[config.mk]
export PLATFORM = sky130hd
export DESIGN_NAME = uart_rx_status
export DESIGN_NICKNAME = d
export VERILOG_FILES = /design/src/rtl/rxs_pkg.sv /design/src/rtl/rxs_break_gate.sv /design/src/rtl/rxs_store.sv /design/src/rtl/rxs_status.sv /design/src/rtl/uart_rx_status.sv
export SDC_FILE = /design/constraint.sdc
export NUM_CORES = 1
export LEC_CHECK = 0
export BUFFER_PORTS_ARGS = -buffer_cell sky130_fd_sc_hd__buf_4
export CORE_ASPECT_RATIO = 0.9
export CORE_UTILIZATION = 66
export CTS_BUF_LIST = sky130_fd_sc_hd__clkbuf_16
export DETAILED_ROUTE_END_ITERATION = 12
export PLACE_DENSITY_LB_ADDON = 0.15
export SETUP_SLACK_MARGIN = 0.02
export SLEW_MARGIN = 20
export SYNTH_ARGS = -nofsm -noshare
export SYNTH_HDL_FRONTEND = slang
export SYNTH_SLANG_ARGS = --single-unit
[constraint.sdc]
create_clock -name clk -period 6.9 [get_ports clk]
set_input_delay 0.69 -clock clk [delete_from_list [all_inputs] [get_ports clk]]
set_output_delay 0.69 -clock clk [all_outputs]
set_load 0.05 [all_outputs]
[src/rtl/rxs_pkg.sv]
package rxs_pkg;

    localparam int RXS_DATA_W = 8;
    localparam int RXS_FLAG_W = 3;

    typedef struct packed {
        logic                  brk;
        logic                  fe;
        logic                  pe;
        logic [RXS_DATA_W-1:0] data;
    } rx_entry_t;

    typedef enum logic [1:0] {
        OCC_EMPTY,
        OCC_PART,
        OCC_FULL
    } occ_state_t;

    typedef enum logic {
        BRK_ARMED,
        BRK_HELD
    } brk_state_t;

    function automatic logic entry_flagged(rx_entry_t e);
        return e.brk | e.fe | e.pe;
    endfunction

endpackage

[src/rtl/rxs_break_gate.sv]
module rxs_break_gate
    import rxs_pkg::*;
(
    input  logic      clk,
    input  logic      rst_n,
    input  logic      in_valid,
    input  rx_entry_t in_entry,
    output logic      out_valid,
    output rx_entry_t out_entry
);

    brk_state_t state_q, state_d;

    always_ff @(posedge clk or negedge rst_n) begin
        if (!rst_n) state_q <= BRK_ARMED;
        else        state_q <= state_d;
    end

    always_comb begin
        state_d = state_q;
        unique case (state_q)
            BRK_ARMED: if (in_valid && in_entry.brk)  state_d = BRK_HELD;
            BRK_HELD:  if (in_valid && !in_entry.brk) state_d = BRK_ARMED;
            default:   state_d = BRK_ARMED;
        endcase
    end

    always_comb begin
        out_valid = 1'b0;
        out_entry = in_entry;
        unique case (state_q)
            BRK_ARMED: begin
                out_valid = in_valid;
                if (in_entry.brk) out_entry = '{brk: 1'b1, fe: 1'b0, pe: 1'b0, data: '0};
            end
            BRK_HELD: out_valid = in_valid && !in_entry.brk;
            default:  out_valid = 1'b0;
        endcase
    end

    // a break character seen while a break is held never reaches storage
    a_r6_held_break_dropped: assert property (@(posedge clk) disable iff (!rst_n)
        (state_q == BRK_HELD && in_valid && in_entry.brk) |-> !out_valid);

    // a break that is passed on arms the hold for the following cycle
    a_r6_break_arms_hold: assert property (@(posedge clk) disable iff (!rst_n)
        (out_valid && out_entry.brk) |=> (state_q == BRK_HELD));

endmodule

[src/rtl/rxs_store.sv]
module rxs_store
    import rxs_pkg::*;
#(
    parameter int DEPTH = 16,
    localparam int PTR_W = (DEPTH > 1) ? $clog2(DEPTH) : 1,
    localparam int CNT_W = $clog2(DEPTH + 1)
) (
    input  logic                  clk,
    input  logic                  rst_n,
    input  logic                  fifo_en,
    input  logic                  flush,
    input  logic                  push,
    input  rx_entry_t             push_entry,
    input  logic                  pop,
    output rx_entry_t             head_entry,
    output logic                  has_data,
    output logic                  new_head,
    output logic [RXS_FLAG_W-1:0] new_head_flags,
    output logic                  overrun_evt,
    output logic                  flagged_write,
    output logic [CNT_W-1:0]      err_cnt
);

    rx_entry_t        mem [DEPTH];
    logic [PTR_W-1:0] rd_ptr, wr_ptr, rd_nxt, wr_nxt;
    logic [CNT_W-1:0] count, count_d, err_d;
    occ_state_t       state_q, state_d;

    logic at_cap, pop_ok, append, overwrite, drop, cap_is_one;
    logic last_free, last_entry;
    rx_entry_t next_in_line;

    always_comb begin
        rd_nxt = (rd_ptr == PTR_W'(DEPTH - 1)) ? '0 : rd_ptr + 1'b1;
        wr_nxt = (wr_ptr == PTR_W'(DEPTH - 1)) ? '0 : wr_ptr + 1'b1;
    end

    assign cap_is_one = !fifo_en;
    assign last_free  = (count == CNT_W'(DEPTH - 1));
    assign last_entry = (count == CNT_W'(1));

    // datapath decisions use the occupancy state
    always_comb begin
        has_data  = (state_q != OCC_EMPTY);
        at_cap    = (state_q == OCC_FULL);
        pop_ok    = pop && has_data && !flush;
        overwrite = !fifo_en && push && has_data && !pop_ok && !flush;
        drop      = fifo_en && push && at_cap && !pop_ok && !flush;
        append    = push && !flush && (!at_cap || pop_ok);
    end

    assign next_in_line  = mem[rd_nxt];
    assign overrun_evt   = overwrite || drop;
    assign flagged_write = (append || overwrite) && entry_flagged(push_entry);
    assign head_entry    = has_data ? mem[rd_ptr] : '0;

    always_comb begin
        new_head       = 1'b0;
        new_head_flags = {push_entry.brk, push_entry.fe, push_entry.pe};
        if (pop_ok && !last_entry) begin
            new_head       = 1'b1;
            new_head_flags = {next_in_line.brk, next_in_line.fe, next_in_line.pe};
        end else if (overwrite || (append && (!has_data || pop_ok))) begin
            new_head = 1'b1;
        end
    end

    // occupancy state machine: state register
    always_ff @(posedge clk or negedge rst_n) begin
        if (!rst_n) state_q <= OCC_EMPTY;
        else        state_q <= state_d;
    end

    // occupancy state machine: transitions
    always_comb begin
        state_d = state_q;
        if (flush) begin
            state_d = OCC_EMPTY;
        end else begin
            unique case (state_q)
                OCC_EMPTY: if (append) state_d = cap_is_one ? OCC_FULL : OCC_PART;
                OCC_PART: begin
                    if (append && !pop_ok && last_free)      state_d = OCC_FULL;
                    else if (pop_ok && !append && last_entry) state_d = OCC_EMPTY;
                end
                OCC_FULL:  if (pop_ok && !append) state_d = cap_is_one ? OCC_EMPTY : OCC_PART;
                default:   state_d = OCC_EMPTY;
            endcase
        end
    end

    always_comb begin
        if (flush) begin
            count_d = '0;
            err_d   = '0;
        end else begin
            count_d = count + CNT_W'(append) - CNT_W'(pop_ok);
            err_d   = err_cnt + CNT_W'(flagged_write)
                    - CNT_W'((pop_ok || overwrite) && entry_flagged(mem[rd_ptr]));
        end
    end

    always_ff @(posedge clk or negedge rst_n) begin
        if (!rst_n) begin
            rd_ptr  <= '0;
            wr_ptr  <= '0;
            count   <= '0;
            err_cnt <= '0;
        end else begin
            count   <= count_d;
            err_cnt <= err_d;
            if (flush) begin
                rd_ptr <= '0;
                wr_ptr <= '0;
            end else begin
                if (pop_ok) rd_ptr <= rd_nxt;
                if (append) wr_ptr <= wr_nxt;
            end
        end
    end

    always_ff @(posedge clk) begin
        if (append)         mem[wr_ptr] <= push_entry;
        else if (overwrite) mem[rd_ptr] <= push_entry;
    end

    // empty state and zero count agree
    a_r1_empty_matches_count: assert property (@(posedge clk) disable iff (!rst_n)
        (state_q == OCC_EMPTY) == (count == '0));

    // the full state sits at the capacity of the current mode
    a_r3_full_at_capacity: assert property (@(posedge clk) disable iff (!rst_n)
        (state_q == OCC_FULL && !flush) |-> (count == (fifo_en ? CNT_W'(DEPTH) : CNT_W'(1))));

    // a dropped character leaves the queue full
    a_r3_drop_keeps_full: assert property (@(posedge clk) disable iff (!rst_n)
        drop |=> (state_q == OCC_FULL));

    // flagged entries never outnumber stored entries
    a_r8_err_within_count: assert property (@(posedge clk) disable iff (!rst_n)
        err_cnt <= count);

    // a flush leaves nothing stored
    a_r11_flush_empties: assert property (@(posedge clk) disable iff (!rst_n)
        flush |=> (count == '0 && err_cnt == '0));

endmodule

[src/rtl/rxs_status.sv]
module rxs_status
    import rxs_pkg::*;
#(
    parameter int CNT_W = 5
) (
    input  logic                  clk,
    input  logic                  rst_n,
    input  logic                  fifo_en,
    input  logic                  flush,
    input  logic                  ier_rls_en,
    input  logic                  lsr_rd,
    input  logic                  overrun_evt,
    input  logic                  new_head,
    input  logic [RXS_FLAG_W-1:0] new_head_flags,
    input  logic                  flagged_write,
    input  logic [CNT_W-1:0]      err_cnt,
    output logic                  oe,
    output logic                  pe,
    output logic                  fe,
    output logic                  bi,
    output logic                  fifo_err,
    output logic                  irq
);

    logic [RXS_FLAG_W-1:0] flags_q, flags_keep;
    logic                  oe_q, fifo_err_q;

    assign flags_keep = lsr_rd ? '0 : flags_q;

    always_ff @(posedge clk or negedge rst_n) begin
        if (!rst_n) begin
            flags_q    <= '0;
            oe_q       <= 1'b0;
            fifo_err_q <= 1'b0;
        end else begin
            flags_q <= flags_keep | (new_head ? new_head_flags : '0);
            oe_q    <= (oe_q && !lsr_rd) || overrun_evt;
            if (flush)
                fifo_err_q <= 1'b0;
            else if (flagged_write)
                fifo_err_q <= 1'b1;
            else if (lsr_rd && err_cnt == '0)
                fifo_err_q <= 1'b0;
        end
    end

    always_comb begin
        oe       = oe_q;
        pe       = flags_q[0];
        fe       = flags_q[1];
        bi       = flags_q[2];
        fifo_err = fifo_err_q && fifo_en;
        irq      = ier_rls_en && (oe_q || (|flags_q));
    end

    // an overrun event shows on the following cycle
    a_r2_overrun_sets: assert property (@(posedge clk) disable iff (!rst_n)
        overrun_evt |=> oe);

    // a status read with no new overrun clears the bit
    a_r4_read_clears_oe: assert property (@(posedge clk) disable iff (!rst_n)
        (lsr_rd && !overrun_evt) |=> !oe);

    // the queue-wide bit stays up while flagged entries remain
    a_r8_err_bit_held: assert property (@(posedge clk) disable iff (!rst_n)
        (err_cnt != '0) |-> fifo_err_q);

    // no interrupt while the enable is low
    a_r9_irq_needs_enable: assert property (@(posedge clk) disable iff (!rst_n)
        !ier_rls_en |-> !irq);

endmodule

[src/rtl/uart_rx_status.sv]
module uart_rx_status
    import rxs_pkg::*;
#(
    parameter int DEPTH = 16,
    localparam int CNT_W = $clog2(DEPTH + 1)
) (
    input  logic       clk,
    input  logic       rst_n,
    input  logic       fifo_en,
    input  logic       ier_rls_en,
    input  logic       rx_valid,
    input  logic [7:0] rx_data,
    input  logic       rx_parity_err,
    input  logic       rx_frame_err,
    input  logic       rx_break,
    input  logic       host_data_rd,
    input  logic       host_lsr_rd,
    output logic [7:0] host_rdata,
    output logic       st_data_ready,
    output logic       st_overrun,
    output logic       st_parity_err,
    output logic       st_frame_err,
    output logic       st_break,
    output logic       st_fifo_err,
    output logic       rls_irq
);

    logic                  mode_q, flush;
    logic                  gate_valid;
    rx_entry_t             in_entry, gate_entry, head;
    logic                  has_data, new_head, overrun_evt, flagged_write;
    logic [RXS_FLAG_W-1:0] new_head_flags;
    logic [CNT_W-1:0]      err_cnt;

    always_ff @(posedge clk or negedge rst_n) begin
        if (!rst_n) mode_q <= 1'b0;
        else        mode_q <= fifo_en;
    end

    assign flush    = (fifo_en != mode_q);
    assign in_entry = '{brk: rx_break, fe: rx_frame_err, pe: rx_parity_err, data: rx_data};

    rxs_break_gate u_gate (
        .clk       (clk),
        .rst_n     (rst_n),
        .in_valid  (rx_valid),
        .in_entry  (in_entry),
        .out_valid (gate_valid),
        .out_entry (gate_entry)
    );

    rxs_store #(.DEPTH(DEPTH)) u_store (
        .clk            (clk),
        .rst_n          (rst_n),
        .fifo_en        (fifo_en),
        .flush          (flush),
        .push           (gate_valid),
        .push_entry     (gate_entry),
        .pop            (host_data_rd),
        .head_entry     (head),
        .has_data       (has_data),
        .new_head       (new_head),
        .new_head_flags (new_head_flags),
        .overrun_evt    (overrun_evt),
        .flagged_write  (flagged_write),
        .err_cnt        (err_cnt)
    );

    rxs_status #(.CNT_W(CNT_W)) u_status (
        .clk            (clk),
        .rst_n          (rst_n),
        .fifo_en        (fifo_en),
        .flush          (flush),
        .ier_rls_en     (ier_rls_en),
        .lsr_rd         (host_lsr_rd),
        .overrun_evt    (overrun_evt),
        .new_head       (new_head),
        .new_head_flags (new_head_flags),
        .flagged_write  (flagged_write),
        .err_cnt        (err_cnt),
        .oe             (st_overrun),
        .pe             (st_parity_err),
        .fe             (st_frame_err),
        .bi             (st_break),
        .fifo_err       (st_fifo_err),
        .irq            (rls_irq)
    );

    assign host_rdata    = head.data;
    assign st_data_ready = has_data;

    // a stored character raises data ready on the next cycle
    a_r1_store_sets_ready: assert property (@(posedge clk) disable iff (!rst_n)
        (gate_valid && !flush) |=> st_data_ready);

    // the queue-wide bit is silent outside FIFO mode
    a_r7_quiet_without_fifo: assert property (@(posedge clk) disable iff (!rst_n)
        (!fifo_en && !$past(fifo_en)) |-> !st_fifo_err);

endmodule

==> metrics.csv, run 1 <==
stage,metric,value,unit
placement,Place WS,2.91,ns
critical_path,WS Path Type,flop to output port,
synth,synthesis-stage register bit count,203,
clock_network,CTS H-tree depth,1,
clock_network,clock sink count,203,
critical_path,CP Cell Sequence,buf_4 -> mux4_2 -> mux4_2 -> and2_1 -> buf_4,
synth,Yosys cell types,64,
power,PwrDens,282,nW/um^2
finish,Final nets,620,
synth,Netlist Area Pre-Place,8910,um^2
finish,share of cells above drive strength 1,21.8,%
routing,DRC,2,
sta,"Hold Vio Cnt, Final",0,
run_status,failing checks,design-rule violations,
grt,first-pass GRT wire length,30200,um
synth,Post-synth EDFFs,176,
sta,RSZ-0062 raised after global routing,false,
sta,clock skew,0.00775,ns
finish,# diodes,0,
sta,Tcrit/Tclk final,60.2,%
clock_network,clk_lat worst skew,0.47,ns
routing,drt total wl,20200,um
critical_path,Critical Path AT,3.46,ns
sta,worst-margin pin slew,1.18,ns
floorplan,Die Height,112,um
sta,Worst slew margin,20.8,%
synth,syn nets,584,
placement,GP Congestion,0.966,
finish,Reg area,5960,um^2
finish,area of the multi-input gates,2770,um^2
routing,Pre-Repair DR Iteration Count,10,
synth,"count leader, synth",edfxtp_1,
sta,Period minus WS final,4.15,ns
job,maxcap violations,0,
critical_path,crit end category,output port,
critical_path,CP max stage cell,dfrtp_2,
floorplan,Initial Util,68.9,%
critical_path,top cell family by delay on the critical path,multiplexers,
synth,synth warn,0,
clock_network,clock slew at reported path FFs,0.06,ns
clock_network,hold buffers post-CTS,0,
clock_network,cts bufs inserted,21,
routing,Vias,5276,
sta,PnR worst setup slack,2.75,ns
floorplan,die area,14000,um^2
synth,Syn Inst Count,549,
floorplan,IO Pins,33,
finish,Fillers,709,
synth,Post-synth ARST share,13.3,%
synth,largest area contributor in the netlist,edfxtp_1,
grt,vias in the first global route,5145,
critical_path,crit start category,flop,
critical_path,Buffers & Inverters on Critical Path,2,
critical_path,CP required,6.21,ns
grt,antenna violations before repair,1,
floorplan,die width,124,um
clock_network,post-CTS setup buffers,0,
sta,final setup violation count,0,
routing,DRT antenna net count,0,
clock_network,post_cts resized,0,
clock_network,TritonCTS clock tree,built,
placement,post-DP HPWL,12500,um
grt,largest net degree at the start of global routing,43,
routing,per-cell routed wire length,26.6,um
synth,area fraction of the dominant cell type after synthesis,59.3,%
routing,post-DR vias/cell,6.94,
sta,Setup TNS,0,ns
sta,final max-slew violation count,0,
clock_network,Max clock buf depth,3,
critical_path,max incr delay on CP,0.81,ns
grt,gr usage total,29.5,%
routing,DRT iter0 DRCs,578,
synth,"top cells by area, synth","edfxtp_1, mux4_2, dfrtp_1",
min_path,type of the most critical hold path,primary input to asynchronous set/reset pin,
grt,GRT overflow,0,
synth,register area share after synthesis,66.9,%
synth,syn_area_per_cell,16.2,um^2
synth,Post-synth top cells,"edfxtp_1, mux4_2, nor2_1",
clock_network,CTS Root Cell,clkbuf_16,
floorplan,Rows,39,
sta,fmax,241,MHz
placement,I/O Buffers,32,
floorplan,core area,12900,um^2
power,Peak VDD IR,0.000298,V
finish,area grow syn2layout,11.2,%
run_status,status,finished with violations,
critical_path,Crit Path Max Fanout,42,
synth,Synth Flop Type,edfxtp_1,
power,Lkg Pwr,3.37,nW
## path summary, 6_finish.rpt
kind | startpoint | to | slack, ns | cells past startpoint
min reg2reg | u_status.fifo_err_q$_DFFE_PN0P_ | u_status.fifo_err_q$_DFFE_PN0P_ | 0.55 | 2
min | rst_n | u_store.state_q[0]$_DFFE_PN0P_ | 0.13 | 1
max | u_store.rd_ptr[0]$_DFFE_PN0P_ | host_rdata[3] | 2.75 | 5
min in group clk | fifo_en | mode_q$_DFF_PN0_ | 0.37 | 1
max in group asynchronous | rst_n | u_store.rd_ptr[0]$_DFFE_PN0P_ | 6.49 | 1
max reg2reg | u_store.rd_ptr[0]$_DFFE_PN0P_ | u_store.err_cnt[4]$_DFF_PN0_ | 2.86 | 15
## sequential cells by signal, indices dropped and copies added (netlist names), named ones only
signal               count
u_store.mem            176
u_store.count            5
u_status.oe              1
u_store.state_q          2
u_store.err_cnt          5
u_store.wr_ptr           4
u_store.rd_ptr           4
u_status.fifo_err_q      1
mode_q                   1
u_status.flags_q         3
## worst reg2reg max path, delay by kind of cell (launching register included)
| kind | cells | cell delay [ns] |
|---|---|---|
| DFF | 1 | 0.81 |
| buffers and inverters | 4 | 0.80 |
| muxes | 2 | 0.78 |
| adders and majority gates | 3 | 0.67 |
| AOI/OAI and AO/OA | 4 | 0.52 |
| and+or+nand+nor | 2 | 0.40 |
## power breakdown
group | internal, mW | total (mW) | leakage, nW | switching [mW]
logic | 0.149 | 0.365 | 1.12 | 0.216
clock network | 0.588 | 1.02 | 0.298 | 0.435
registers | 1.37 | 1.41 | 1.96 | 0.0336
total | 2.11 | 2.80 | 3.37 | 0.685
## layer usage
layer,wire [um],track usage [%],part of all wire [%]
met1,8190,43.9,41
met2,8860,42.1,44
met3,2420,8.48,12
met4,735,11.0,3.6
met5,0,0,0
## cell usage in the layout (no fill, tap or decap), drive strengths merged, types with 11 or more instances in the layout
cell type  instances
edfxtp           176
mux4              46
nor2              37
buf               36
a21oi             29
dfrtp             27
and2              24
inv               23
clkbuf            21
nand2             20
ha                15
nor3              13
o21ai             11
## cell type report
type / count / area share [%]
clock buffer: 21 / 5.31
clock inverter: 13 / 0.935
inverter: 21 / 0.796
multi-input combinational: 302 / 28.0
sequential: 203 / 60.2
tap: 164 / 2.07
timing repair buffer: 36 / 2.73
## kinds of logic after synthesis
kind of cell / after synthesis / synth area share [%]
DFF: 203 / 66.9
and+or+nand+nor: 134 / 7.82
AOI/OAI and AO/OA: 83 / 6.35
muxes: 56 / 12.9
buffers and inverters: 44 / 2.33
adders and majority gates: 17 / 2.56
xor gates and xnor gates: 12 / 1.18
## metrics by stage
step	instances	hold slack, ns	util (%)	power, mW	instance area, um^2
finish	760	0.127	76.6	2.80	9900
global route	760	0.147	76.6	2.89	9900
CTS	760	0.130	76.5	2.80	9890
detailed placement	726	0.525	71.7	1.79	9270
global placement	726	0.522	71.6	1.78	9260
floorplan	549	0.394	-	1.69	8910
Note: power is estimated with default switching activity, not from simulation.
==> run 2, diff against run 1 <==
CORE_UTILIZATION = 56   (was 66)
clock period = 3.8 ns   (was 6.9 ns; I/O delays follow)
==> run 2 against run 1 <==
- the run now ends clean
- clock power increased by 98%
- first-iteration DRC count decreased by 17%
- via count decreased by 1.3%
- total power increased by 87%
- routed wire length decreased by 5.0%
- sequential power increased by 81%
- clock skew increased by 0.0045 ns
- critical path type unchanged
==> metrics.csv, run 2 (same netlist as run 1, synthesis figures left out) <==
stage,metric,value,unit
grt,gr usage total,24.7,%
critical_path,Crit Path Max Fanout,41,
routing,drt total wl,19200,um
critical_path,Critical Path AT,3.13,ns
job,maxcap violations,0,
placement,post-place instance area,9560,um^2
critical_path,CP required,3.42,ns
finish,area grow syn2layout,15.0,%
sta,worst-margin pin slew,0.868,ns
min_path,type of the most critical hold path,primary input to flop,
critical_path,WS Path Type,flop to output port,
grt,largest net degree at the start of global routing,42,
sta,RSZ-0062 raised after global routing,false,
power,switch share,23.8,%
power,Lkg Pwr,3.60,nW
sta,Worst slew margin,41.9,%
routing,per-cell routed wire length,23.0,um
critical_path,Buffers & Inverters on Critical Path,2,
floorplan,die area,16400,um^2
floorplan,Rows,43,
routing,post-DR vias/cell,6.24,
clock_network,clk_lat worst skew,0.49,ns
finish,"most common cell after layout, fill and taps aside",edfxtp_1,
finish,"commonest non-fill, non-tap cells in the layout","edfxtp_1, buf_4, mux4_2",
routing,Vias,5206,
sta,worst hold slack,0.0480,ns
run_status,status,completed,
routing,DRC,0,
sta,"Hold Vio Cnt, Final",0,
placement,dpl cells,798,
clock_network,Max clock buf depth,3,
critical_path,top cell family by delay on the critical path,multiplexers,
power,Pint,3.98,mW
finish,Reg with most FFs,u_store.mem,
clock_network,clock slew at reported path FFs,0.07,ns
floorplan,IO Pins,33,
critical_path,max incr delay on CP,0.63,ns
floorplan,die width,135,um
critical_path,crit end category,output port,
sta,final max-slew violation count,0,
finish,Largest register FFs,176,
placement,I/O Buffers,32,
sta,clock skew,0.0123,ns
critical_path,cell mode on critical path,mux4_2,
floorplan,Initial Util,57.5,%
grt,GRT overflow,0,
power,Peak VDD IR,0.000391,V
finish,share of cells above drive strength 1,24.4,%
sta,Tcrit/Tclk final,92.4,%
clock_network,clock sink count,203,
floorplan,core area,15500,um^2
power,total chip power,5.23,mW
sta,Period minus WS final,3.51,ns
critical_path,crit start category,flop,
power,PwrDens,510,nW/um^2
clock_network,TritonCTS clock tree,built,
grt,vias in the first global route,5194,
clock_network,CTS Root Cell,clkbuf_16,
power,Net Sw Power,1.25,mW
power,clock power share,38.6,%
placement,Place WS,0.412,ns
sta,final setup violation count,0,
finish,# diodes,0,
finish,Final nets,655,
sta,PnR worst setup slack,0.291,ns
sta,fmax,285,MHz
finish,Final Util,66.1,%
placement,GP Congestion,0.956,
finish,"non-filler cells, final",834,
routing,DRT antenna net count,0,
critical_path,CP max stage cell,dfrtp_2,
clock_network,cts bufs inserted,21,
placement,post-DP HPWL,12800,um
sta,Setup TNS,0,ns
finish,Final Cell Area,10200,um^2
grt,first-pass GRT wire length,29700,um
power,Comb pwr share,12.6,%
grt,antenna violations before repair,0,
floorplan,Die Height,122,um
routing,Pre-Repair DR Iteration Count,5,
finish,top flop regs,"u_store.mem (176), u_store.count (5), u_store.err_cnt (5)",
routing,DRT iter0 DRCs,478,
power,Reg power frac,48.8,%
critical_path,CP Cell Sequence,buf_6 -> mux4_2 -> mux4_2 -> and2_1 -> buf_4,
clock_network,CTS H-tree depth,1,
==> run 2: cell types whose count changed in the layout (fill, tap and decap cells not counted), sizes merged <==
cell	change
buf	+34
clkinvlp	-3
bufinv	+2
clkinv	+2
dlygate4sd3	+1
==> run 2: power groups by stage <==
stage	combinational (mW)	clock (mW)	sequential [mW]
3_5_place_dp	0.659	0	2.60
3_3_place_gp	0.631	0	2.59
4_1_cts	0.662	2.05	2.55
2_1_floorplan	0.481	0	2.59
6_report	0.658	2.02	2.55
5_1_grt	0.725	2.13	2.56
==> run 2: per-layer routing <==
| layer | share of wire [%] | wire, um | vias up | global-route usage, % |
|---|---|---|---|---|
| met4 | 3.3 | 626 | 0 | 7.94 |
| met1 | 44 | 8490 | 2653 | 35.8 |
| li1 | - | - | 2313 | - |
| met2 | 47 | 8930 | 186 | 38.7 |
| met3 | 5.9 | 1140 | 54 | 4.24 |
| met5 | 0 | 0 | - | 0 |
==> run 2: repair_timing <==
action	4_1_cts	5_1_grt
setup buffers	0	0
endpoints found under the hold margin	27	0
resized for setup	0	1
hold buffers	1	0
setup endpoints to repair	0	5
==> run 2: path summary, 6_finish.rpt <==
check	depth (start not counted)	to	slack (ns)	from
setup / recovery	5	host_rdata[7]	0.29	u_store.rd_ptr[0]$_DFFE_PN0P_
hold / removal	1	mode_q$_DFF_PN0_	0.05	fifo_en
setup reg to reg	15	u_store.err_cnt[4]$_DFF_PN0_	0.38	u_store.rd_ptr[0]$_DFFE_PN0P_
hold reg to reg	1	u_status.oe$_DFF_PN0_	0.55	u_status.oe$_DFF_PN0_
max in group asynchronous	2	u_store.err_cnt[4]$_DFF_PN0_	3.16	rst_n
min in group asynchronous	2	u_status.flags_q[0]$_DFF_PN0_	0.35	rst_n
==> run 2: cell type report <==
cell class,instances,area (um^2)
inverters,21,78.8
repair buffers,71,539
fillers,1083,5250
multi-input cells,302,2740
clock buffers,21,526
clock inverters,14,150
well taps,202,253
flip-flops and latches,203,5960
==> run 3, diff against run 2 <==
CORE_UTILIZATION = 30   (was 56)
==> run 3 against run 2 <==
- total power grew 1.5%
- combinational power decreased by 0.6%
- design area is 2.3% higher
- sequential power about the same
- die area grew 85%
- maximum frequency increased by 0.93%
- highest routed layer unchanged
- core utilization is 30 points lower
- hold slack worse by 0.0045 ns
- register-to-register slack gained 0.03 ns
- count of clock-buffer cells in the layout is 2 higher
- sequential share of layout area is 1.3 points lower
==> metrics.csv, run 3 (same netlist as run 1, synthesis figures left out) <==
stage,metric,value,unit
finish,Fillers,2781,
grt,antenna violations before repair,0,
clock_network,clock sink count,203,
critical_path,reg2reg start,u_store.rd_ptr[0]$_DFFE_PN0P_,
min_path,hold depth,1,
min_path,sink of the worst hold path,mode_q$_DFF_PN0_,
floorplan,core area,29100,um^2
clock_network,clk_lat worst skew,0.51,ns
routing,per-cell routed wire length,21.0,um
min_path,hold wc startpoint,fifo_en,
floorplan,die width,184,um
grt,vias in the first global route,5221,
finish,top flop regs,"u_store.mem (176), u_store.count (5), u_store.err_cnt (5)",
critical_path,CP required,3.42,ns
finish,# diodes,0,
routing,DRT antenna net count,0,
sta,worst-margin pin slew,0.717,ns
floorplan,die area,30400,um^2
critical_path,FF-to-FF End,u_store.err_cnt[4]$_DFF_PN0_,
clock_network,clock slew at reported path FFs,0.07,ns
grt,met3 Track Usage GR,1.91,%
grt,gr usage total,14.5,%
clock_network,TritonCTS clock tree,built,
routing,Vias,5093,
placement,I/O Buffers,32,
critical_path,crit start category,flop,
grt,Most Crowded Layer GR,met2,
sta,final setup violation count,0,
clock_network,CTS Root Cell,clkbuf_16,
power,total chip power,5.31,mW
floorplan,Rows,59,
critical_path,crit end category,output port,
placement,post-DP HPWL,14200,um
clock_network,cts bufs inserted,22,
floorplan,IO Pins,33,
grt,GRT overflow,0,
sta,final max-slew violation count,0,
finish,"most common cell after layout, fill and taps aside",edfxtp_1,
grt,first-pass GRT wire length,32300,um
run_status,status,completed,
sta,"Hold Vio Cnt, Final",0,
grt,largest net degree at the start of global routing,42,
grt,met2 Use GR,24.3,%
finish,Final nets,650,
min_path,type of the most critical hold path,primary input to flop,
sta,Worst slew margin,51.9,%
critical_path,flop-to-flop setup slack,0.41,ns
critical_path,R2R cell count,15,
routing,DRT iter0 DRCs,392,
sta,Period minus WS final,3.48,ns
floorplan,Initial Util,30.6,%
finish,share of cells above drive strength 1,23.9,%
finish,Largest register FFs,176,
sta,fmax,288,MHz
job,maxcap violations,0,
finish,Reg with most FFs,u_store.mem,
routing,drt total wl,21600,um
sta,Tcrit/Tclk final,91.5,%
power,Peak VDD IR,0.000322,V
grt,M1 GR Usage,19.7,%
floorplan,Die Height,165,um
critical_path,Critical Path AT,3.10,ns
finish,"commonest non-fill, non-tap cells in the layout","edfxtp_1, buf_4, mux4_2",
routing,Pre-Repair DR Iteration Count,4,
critical_path,WS Path Type,flop to output port,
sta,clock skew,0.0218,ns
power,PwrDens,506,nW/um^2
power,Lkg Pwr,3.60,nW
routing,DRC,0,
placement,GP Congestion,0.860,
sta,RSZ-0062 raised after global routing,false,
sta,Setup TNS,0,ns
clock_network,Max clock buf depth,3,
routing,post-DR vias/cell,4.96,
clock_network,post-CTS setup buffers,0,
critical_path,Crit Path Max Fanout,41,
finish,area grow syn2layout,17.7,%
clock_network,CTS H-tree depth,1,
## run 3: cell count changes in the layout (fill, tap and decap cells not counted), moves of 2 or more
cell | before | now
buf_4 | 69 | 63
clkbuf_16 | 21 | 23
clkinv_2 | 2 | 4
inv_1 | 21 | 23
inv_6 | 0 | 2
## run 3: metrics by stage
step / util [%] / cell area, um^2 / hold WS [ns] / setup WS, ns / cells
finish: 36.1 / 10500 / 0.0435 / 0.323 / 1027
global route: 36.1 / 10500 / 0.0206 / 0.0955 / 1027
CTS: 36.0 / 10500 / 0.0172 / 0.0618 / 1027
detailed placement: 33.6 / 9760 / 0.332 / 0.429 / 986
global placement: 33.6 / 9760 / 0.329 / 0.459 / 986
floorplan: - / 8910 / 0.0844 / 0.548 / 549
## run 3: how the worst max path moves through the flow
stage / startpoint / endpoint / slack, ns
4_1_cts: u_store.rd_ptr[0]$_DFFE_PN0P_ / host_rdata[6] / 0.06
5_1_grt: u_store.rd_ptr[0]$_DFFE_PN0P_ / u_store.err_cnt[4]$_DFF_PN0_ / 0.1
6_report: u_store.rd_ptr[0]$_DFFE_PN0P_ / host_rdata[6] / 0.32
2_1_floorplan: u_store.rd_ptr[0]$_DFFE_PN0P_ / u_store.err_cnt[4]$_DFF_PN0_ / 0.55
3_3_place_gp: u_store.rd_ptr[0]$_DFFE_PN0P_ / u_store.err_cnt[4]$_DFF_PN0_ / 0.46
3_5_place_dp: u_store.rd_ptr[0]$_DFFE_PN0P_ / u_store.err_cnt[4]$_DFF_PN0_ / 0.43
## run 3: critical path, stage by stage, from the launching register on
cell and delay (ns):
dfrtp_4 0.59, buf_6 0.52, mux4_2 0.59, mux4_2 0.45
and2_1 0.21, buf_4 0.20
## run 3: layout make-up
| class | instances | area, um^2 | area share (%) |
|---|---|---|---|
| sequential | 203 | 5960 | 56.9 |
| multi-input combinational | 302 | 2740 | 26.1 |
| clock buffer | 23 | 576 | 5.49 |
| tap | 396 | 495 | 4.72 |
| timing repair buffer | 65 | 494 | 4.71 |
| clock inverter | 17 | 136 | 1.30 |
| inverter | 21 | 78.8 | 0.752 |
## run 3: routing by layer
| layer | up-vias | wire length (um) |
|---|---|---|
| met5 | - | 0 |
| met4 | 0 | 502 |
| met3 | 37 | 791 |
| met2 | 117 | 10400 |
| met1 | 2640 | 9900 |
| li1 | 2299 | - |
## run 3: what timing repair did
action | CTS | global route
endpoints found under the hold margin | 27 | 0
hold buffers | 1 | 0
gates resized for setup | 0 | 1
setup endpoints to repair | 0 | 8
## run 3: report_power, final
| group | switching (mW) | internal, mW | total (mW) |
|---|---|---|---|
| clock | 0.864 | 1.24 | 2.10 |
| sequential | 0.0558 | 2.50 | 2.55 |
| combinational | 0.378 | 0.276 | 0.654 |
| total | 1.30 | 4.01 | 5.31 |
